[src/rtl/seg_xlate_pkg.sv]
package seg_xlate_pkg;
  localparam int unsigned SEG_W = 2;
  localparam int unsigned OFF_W = 12;
  localparam int unsigned VA_W  = SEG_W + OFF_W;
  localparam int unsigned PA_W  = 16;
  localparam int unsigned LEN_W = OFF_W + 1;
  localparam int unsigned N_SEG = 1 << SEG_W;

  typedef enum logic [1:0] {
    CAUSE_NONE    = 2'b00,
    CAUSE_INVALID = 2'b01,
    CAUSE_LENGTH  = 2'b10,
    CAUSE_PERM    = 2'b11
  } cause_e;

  typedef struct packed {
    logic [PA_W-1:0]  start;
    logic [LEN_W-1:0] len;
    logic             vld;
    logic             rd;
    logic             wr;
  } seg_entry_t;

  function automatic seg_entry_t reset_entry(input int unsigned idx);
    seg_entry_t e;
    e = '0;
    case (idx)
      0: begin e.start = 16'h4000; e.len = 13'h0700; e.vld = 1'b1; e.rd = 1'b1; e.wr = 1'b0; end
      1: begin e.start = 16'h0000; e.len = 13'h0500; e.vld = 1'b1; e.rd = 1'b1; e.wr = 1'b1; end
      3: begin e.start = 16'h2000; e.len = 13'h1000; e.vld = 1'b1; e.rd = 1'b1; e.wr = 1'b1; end
      default: e = '0;
    endcase
    return e;
  endfunction
endpackage

[src/rtl/seg_table.sv]
module seg_table
  import seg_xlate_pkg::*;
(
  input  logic                    clk_i,
  input  logic                    rst_ni,
  input  logic                    we_i,
  input  logic [SEG_W-1:0]        idx_i,
  input  seg_entry_t              wdata_i,
  output seg_entry_t [N_SEG-1:0]  tbl_o
);
  for (genvar g = 0; g < N_SEG; g++) begin : g_ent
    seg_entry_t ent_q;
    always_ff @(posedge clk_i or negedge rst_ni) begin
      if (!rst_ni)                              ent_q <= reset_entry(g);
      else if (we_i && (idx_i == SEG_W'(g)))    ent_q <= wdata_i;
    end
    assign tbl_o[g] = ent_q;
  end

  // written entry visible on the next cycle
  assert_write_next_R7: assert property (@(posedge clk_i) disable iff (!rst_ni)
    we_i |=> tbl_o[$past(idx_i)] == $past(wdata_i));
endmodule

[src/rtl/seg_check.sv]
module seg_check
  import seg_xlate_pkg::*;
(
  input  seg_entry_t        ent_i,
  input  logic [OFF_W-1:0]  off_i,
  input  logic              write_i,
  output logic [PA_W-1:0]   paddr_o,
  output cause_e            cause_o
);
  logic len_bad, perm_bad;

  always_comb begin
    len_bad  = {1'b0, off_i} >= ent_i.len;
    perm_bad = write_i ? !ent_i.wr : !ent_i.rd;
    // priority: invalid, length, permission
    if (!ent_i.vld)    cause_o = CAUSE_INVALID;
    else if (len_bad)  cause_o = CAUSE_LENGTH;
    else if (perm_bad) cause_o = CAUSE_PERM;
    else               cause_o = CAUSE_NONE;
    paddr_o = (cause_o == CAUSE_NONE) ? ent_i.start + PA_W'(off_i) : '0;
  end
endmodule

[src/rtl/seg_out_stage.sv]
module seg_out_stage
  import seg_xlate_pkg::*;
(
  input  logic             clk_i,
  input  logic             rst_ni,
  input  logic             req_i,
  input  logic [PA_W-1:0]  paddr_i,
  input  cause_e           cause_i,
  output logic             valid_o,
  output logic [PA_W-1:0]  paddr_o,
  output logic             fault_o,
  output logic [1:0]       cause_o
);
  always_ff @(posedge clk_i or negedge rst_ni) begin
    if (!rst_ni) begin
      valid_o <= 1'b0;
      paddr_o <= '0;
      fault_o <= 1'b0;
      cause_o <= CAUSE_NONE;
    end else begin
      valid_o <= req_i;
      paddr_o <= req_i ? paddr_i : '0;
      fault_o <= req_i && (cause_i != CAUSE_NONE);
      cause_o <= req_i ? cause_i : CAUSE_NONE;
    end
  end

  assert_valid_latency_R2: assert property (@(posedge clk_i) disable iff (!rst_ni)
    req_i |=> valid_o);
  assert_fault_no_addr_R3: assert property (@(posedge clk_i) disable iff (!rst_ni)
    fault_o |-> (paddr_o == '0) && valid_o);
  assert_idle_quiet_R8: assert property (@(posedge clk_i) disable iff (!rst_ni)
    !req_i |=> !valid_o && !fault_o && (cause_o == 2'b00) && (paddr_o == '0));
  assert_cause_match_R9: assert property (@(posedge clk_i) disable iff (!rst_ni)
    valid_o |-> (fault_o == (cause_o != 2'b00)));
endmodule

[src/rtl/seg_xlate.sv]
module seg_xlate
  import seg_xlate_pkg::*;
(
  input  logic              clk_i,
  input  logic              rst_ni,
  input  logic              req_valid_i,
  input  logic [13:0]       req_addr_i,
  input  logic              req_write_i,
  input  logic              cfg_we_i,
  input  logic [1:0]        cfg_idx_i,
  input  logic [15:0]       cfg_start_i,
  input  logic [12:0]       cfg_len_i,
  input  logic              cfg_valid_i,
  input  logic              cfg_read_i,
  input  logic              cfg_write_i,
  output logic              rsp_valid_o,
  output logic [15:0]       rsp_paddr_o,
  output logic              rsp_fault_o,
  output logic [1:0]        rsp_cause_o
);
  seg_entry_t [N_SEG-1:0] tbl;
  seg_entry_t             wdata, sel;
  logic [SEG_W-1:0]       seg;
  logic [OFF_W-1:0]       off;
  logic [PA_W-1:0]        paddr;
  cause_e                 cause;

  assign wdata = '{start: cfg_start_i, len: cfg_len_i, vld: cfg_valid_i,
                   rd: cfg_read_i, wr: cfg_write_i};
  assign seg   = req_addr_i[VA_W-1 -: SEG_W];
  assign off   = req_addr_i[OFF_W-1:0];
  assign sel   = tbl[seg];

  seg_table u_table (
    .clk_i   (clk_i),
    .rst_ni  (rst_ni),
    .we_i    (cfg_we_i),
    .idx_i   (cfg_idx_i),
    .wdata_i (wdata),
    .tbl_o   (tbl)
  );

  seg_check u_check (
    .ent_i   (sel),
    .off_i   (off),
    .write_i (req_write_i),
    .paddr_o (paddr),
    .cause_o (cause)
  );

  seg_out_stage u_out (
    .clk_i   (clk_i),
    .rst_ni  (rst_ni),
    .req_i   (req_valid_i),
    .paddr_i (paddr),
    .cause_i (cause),
    .valid_o (rsp_valid_o),
    .paddr_o (rsp_paddr_o),
    .fault_o (rsp_fault_o),
    .cause_o (rsp_cause_o)
  );

  // an invalid entry always yields the invalid cause
  assert_invalid_first_R4: assert property (@(posedge clk_i) disable iff (!rst_ni)
    (req_valid_i && !sel.vld) |=> rsp_fault_o && (rsp_cause_o == 2'b01));
endmodule

[config.mk]
export PLATFORM = sky130hd
export DESIGN_NAME = seg_xlate
export DESIGN_NICKNAME = d
export VERILOG_FILES = /design/src/rtl/seg_xlate_pkg.sv /design/src/rtl/seg_table.sv /design/src/rtl/seg_check.sv /design/src/rtl/seg_out_stage.sv /design/src/rtl/seg_xlate.sv
export SDC_FILE = /design/constraint.sdc
export NUM_CORES = 1
export LEC_CHECK = 0
export ABC_AREA = 1
export BUFFER_PORTS_ARGS = -buffer_cell sky130_fd_sc_hd__buf_2
export CAP_MARGIN = 0
export CORE_MARGIN = 8
export CORE_UTILIZATION = 57
export CTS_CLUSTER_DIAMETER = 120
export DETAILED_ROUTE_END_ITERATION = 6
export PLACE_DENSITY_LB_ADDON = 0.15
export SLEW_MARGIN = 20
export SYNTH_ARGS = -nofsm -noshare
export SYNTH_HDL_FRONTEND = slang
export SYNTH_SLANG_ARGS = --single-unit
[constraint.sdc]
create_clock -name clk_i -period 4.6 [get_ports clk_i]
set_input_delay 1.15 -clock clk_i [delete_from_list [all_inputs] [get_ports clk_i]]
set_output_delay 1.15 -clock clk_i [all_outputs]
set_load 0.02 [all_outputs]
==> run_results.csv <==
group,metric,value,unit
hold_path,hold_depth,2,
cells_and_area,nNetsFinal,998,
detailed_routing,vias,6094,
clocking,cts_hold_buf,0,
timing,fin_skew,0.00849,ns
worst_setup_path,crit_fanout,64,
synthesis,ys_seq_area_share,51.0,%
detailed_routing,drc,0,
detailed_routing,drtPass1Iterations,5,
placed_design,port_buffers,72,
cells_and_area,final_cell_mix,"nand2_1, o21ai_0, dfrtp_1",
clocking,cts_buffers,17,
synthesis,async_flop_share,100,%
timing,worstMarginPinSlew,1.03,ns
power_and_ir_drop,p_per_area,440,nW/um2
global_route,grt_pass1_vias,6068,
clocking,worstSkewPairLatency,0.43,ns
floorplan,core,12600,um2
synthesis,synth_fp_nets,941,
worst_setup_path,rr_endpoint,"u_out.paddr_o[14]",
clocking,cts.sink_count,148,
cells_and_area,syn_to_final_growth,14.3,%
placed_design,dpl_cell_area,7750,um2
worst_setup_path,reg2reg_depth,12,
synthesis,yosys_warnings,0,
worst_setup_path,r2r_start,"u_table.tbl_o[43]",
synthesis,synthFlopType,"dfrtp_1",
floorplan,die_h,129,um
detailed_routing,wl_per_cell,15.8,um
timing,max_slew_margin,31.5,%
worst_setup_path,critPathLaunchType,"input port",
synthesis,synth_cells,863,
clocking,tritoncts,"yes",
synthesis,synth_area,7300,um2
floorplan,dieArea,16700,um2
detailed_routing,ant_nets,0,
placed_design,dp_hpwl,11600,um
clocking,cts_buffer_depth,2,
timing,final_hold_viol_count,0,
global_route,antenna_found_initial,0,
power_and_ir_drop,cellLeakagePower,4.19,nW
cells_and_area,antenna_cells,0,
floorplan,dieWidth,129,um
global_route,grt_pass1_wl,29500,um
synthesis,synth_cell_types,39,
worst_setup_path,path_cells,"buf_2 > buf_4 > nand2_1 > a32o_1 > ha_1 > nand2_1 > inv_1 > a21oi_1 > nand2_1 > nand2_1 > nand3_1 > nand2_2 > nand3_4 > nor3_1",
run,cap_violations,0,
worst_setup_path,cp_slowest_cell,"buf_4",
floorplan,pin_count,73,
cells_and_area,drive_gt1_share,17.3,%
synthesis,synth_edf_count,0,
cells_and_area,final_common_cell,"nand2_1",
placed_design,gp_congestion,0.862,
detailed_routing,drt-total-wl,17500,um
detailed_routing,vias_per_cell,5.52,
timing,period_share,75.2,%
global_route,track_usage,22.6,%
worst_setup_path,required,4.92,ns
hold_path,hp-class,"reg -> reg",
worst_setup_path,critPathArrivalTime,3.78,ns
timing,setup_viol,0,
hold_path,hold_start,"u_table.tbl_o[84]",
timing,slew_viol_final,0,
worst_setup_path,rrSetupSlack,2.07,ns
clocking,cts_setup_buffers,0,
clocking,cts_resized,0,
worst_setup_path,crit_top_cell,"nand2_1",
timing,fmax,289,MHz
status,run_status,"finished, final reports clean",
power_and_ir_drop,peakVddDrop,0.357,mV
floorplan,initial_utilization,58.1,%
timing,fin_crit,3.46,ns
clocking,clk_pin_slew,0.06,ns
hold_path,min_to,"u_table.tbl_o[84]",
worst_setup_path,critical_path_class,"in -> reg",
worst_setup_path,cp-end-kind,"flop",
timing,fin_hold_ws,0.482,ns
synthesis,avgSynthCellArea,8.46,um2
global_route,grt_overflow,0,
clocking,cts_root_buf,"clkbuf_16",
floorplan,rows,41,
clocking,cts-htree-levels,4,
global_route,grt_max_degree,110,
timing,rsz0062_at_grt,"false",
cells_and_area,design_area,8350,um2
synthesis,ys_ff_latch,148,
worst_setup_path,slowest_delay,0.54,ns
timing,tns,0,ns
detailed_routing,drt_iter0_markers,556,
## how the worst max path moves through the flow
stage,startpoint,end,slack [ns],cells after the start
finish,req_addr_i[12],u_out.paddr_o[14],1.14,14
global route,req_addr_i[12],u_out.paddr_o[10],0.90,12
CTS,req_addr_i[12],u_out.paddr_o[14],1.17,14
detailed placement,req_addr_i[12],u_out.paddr_o[14],0.75,14
global placement,req_addr_i[12],u_out.paddr_o[10],0.81,12
floorplan,req_addr_i[12],u_out.paddr_o[6],1.35,13
## synthesized netlist by cell type (4+ instances only)
master | n | area, um2
a21oi_1 | 26 | 130
o21ai_0 | 158 | 791
nor2_1 | 50 | 188
ha_1 | 24 | 300
inv_1 | 70 | 263
buf_2 | 7 | 35.0
xnor2_1 | 6 | 52.6
nand2_2 | 6 | 37.5
o21ai_1 | 5 | 25.0
a32o_1 | 11 | 110
dfstp_2 | 16 | 420
dfrtp_1 | 132 | 3300
o22ai_1 | 13 | 81.3
nand3_1 | 22 | 110
nor2_4 | 11 | 124
xor2_1 | 4 | 35.0
nand2_1 | 241 | 905
clkbuf_1 | 30 | 113
## kinds of logic (layout without fill, tap and decap cells)
logic type               count (synthesis)  in the layout  synth area share, %
XOR/XNOR                                10             10                 1.20
flip-flops                             148            148                 51.0
AO/OA/AOI/OAI                          223            223                 16.8
AND/OR/NAND/NOR                        341            341                 19.8
adder cells (fa/ha/maj)                 25             25                 4.39
buffers and inverters                  116            185                 6.82
## metrics by stage
stage | utilization (%) | cells | power (mW) | setup WS (ns)
2_1_floorplan | - | 863 | 2.10 | 1.35
3_3_place_gp | 61.6 | 1073 | 2.29 | 0.811
3_5_place_dp | 61.6 | 1073 | 2.31 | 0.748
4_1_cts | 66.4 | 1104 | 3.70 | 1.17
5_1_grt | 66.4 | 1104 | 3.88 | 0.899
6_report | 66.4 | 1104 | 3.68 | 1.14
## sequential cells by signal (all words and copies together) (netlist names)
name           count
u_out.cause_o      2
u_out.fault_o      1
u_out.paddr_o     16
u_out.valid_o      1
u_table.tbl_o    128
## critical path: cells and delay by family
family | cells | cell delay (ns)
AND/OR/NAND/NOR | 8 | 1.19
buffers and inverters | 3 | 0.67
adder cells (fa/ha/maj) | 1 | 0.30
AO/OA/AOI/OAI | 2 | 0.43
## power breakdown
group / internal, mW / switching, mW
clock: 0.841 / 0.538
sequential: 1.51 / 0.103
combinational: 0.250 / 0.436
total: 2.60 / 1.08
## cell type report
class | instances | area, um2
Inverter | 72 | 270
Fill cell | 1047 | 4220
Clock inverter | 10 | 121
Multi-Input combinational cell | 599 | 3110
Timing Repair Buffer | 82 | 442
Sequential cell | 148 | 3720
Clock buffer | 21 | 470
Tap cell | 172 | 215
## metal layers
layer,track usage (%),share of wire (%)
met1,30.6,46
met2,34.6,45
met3,5.83,7.6
met4,7.81,1.5
met5,0,0
No activity file was read; power rests on OpenSTA's default activity.
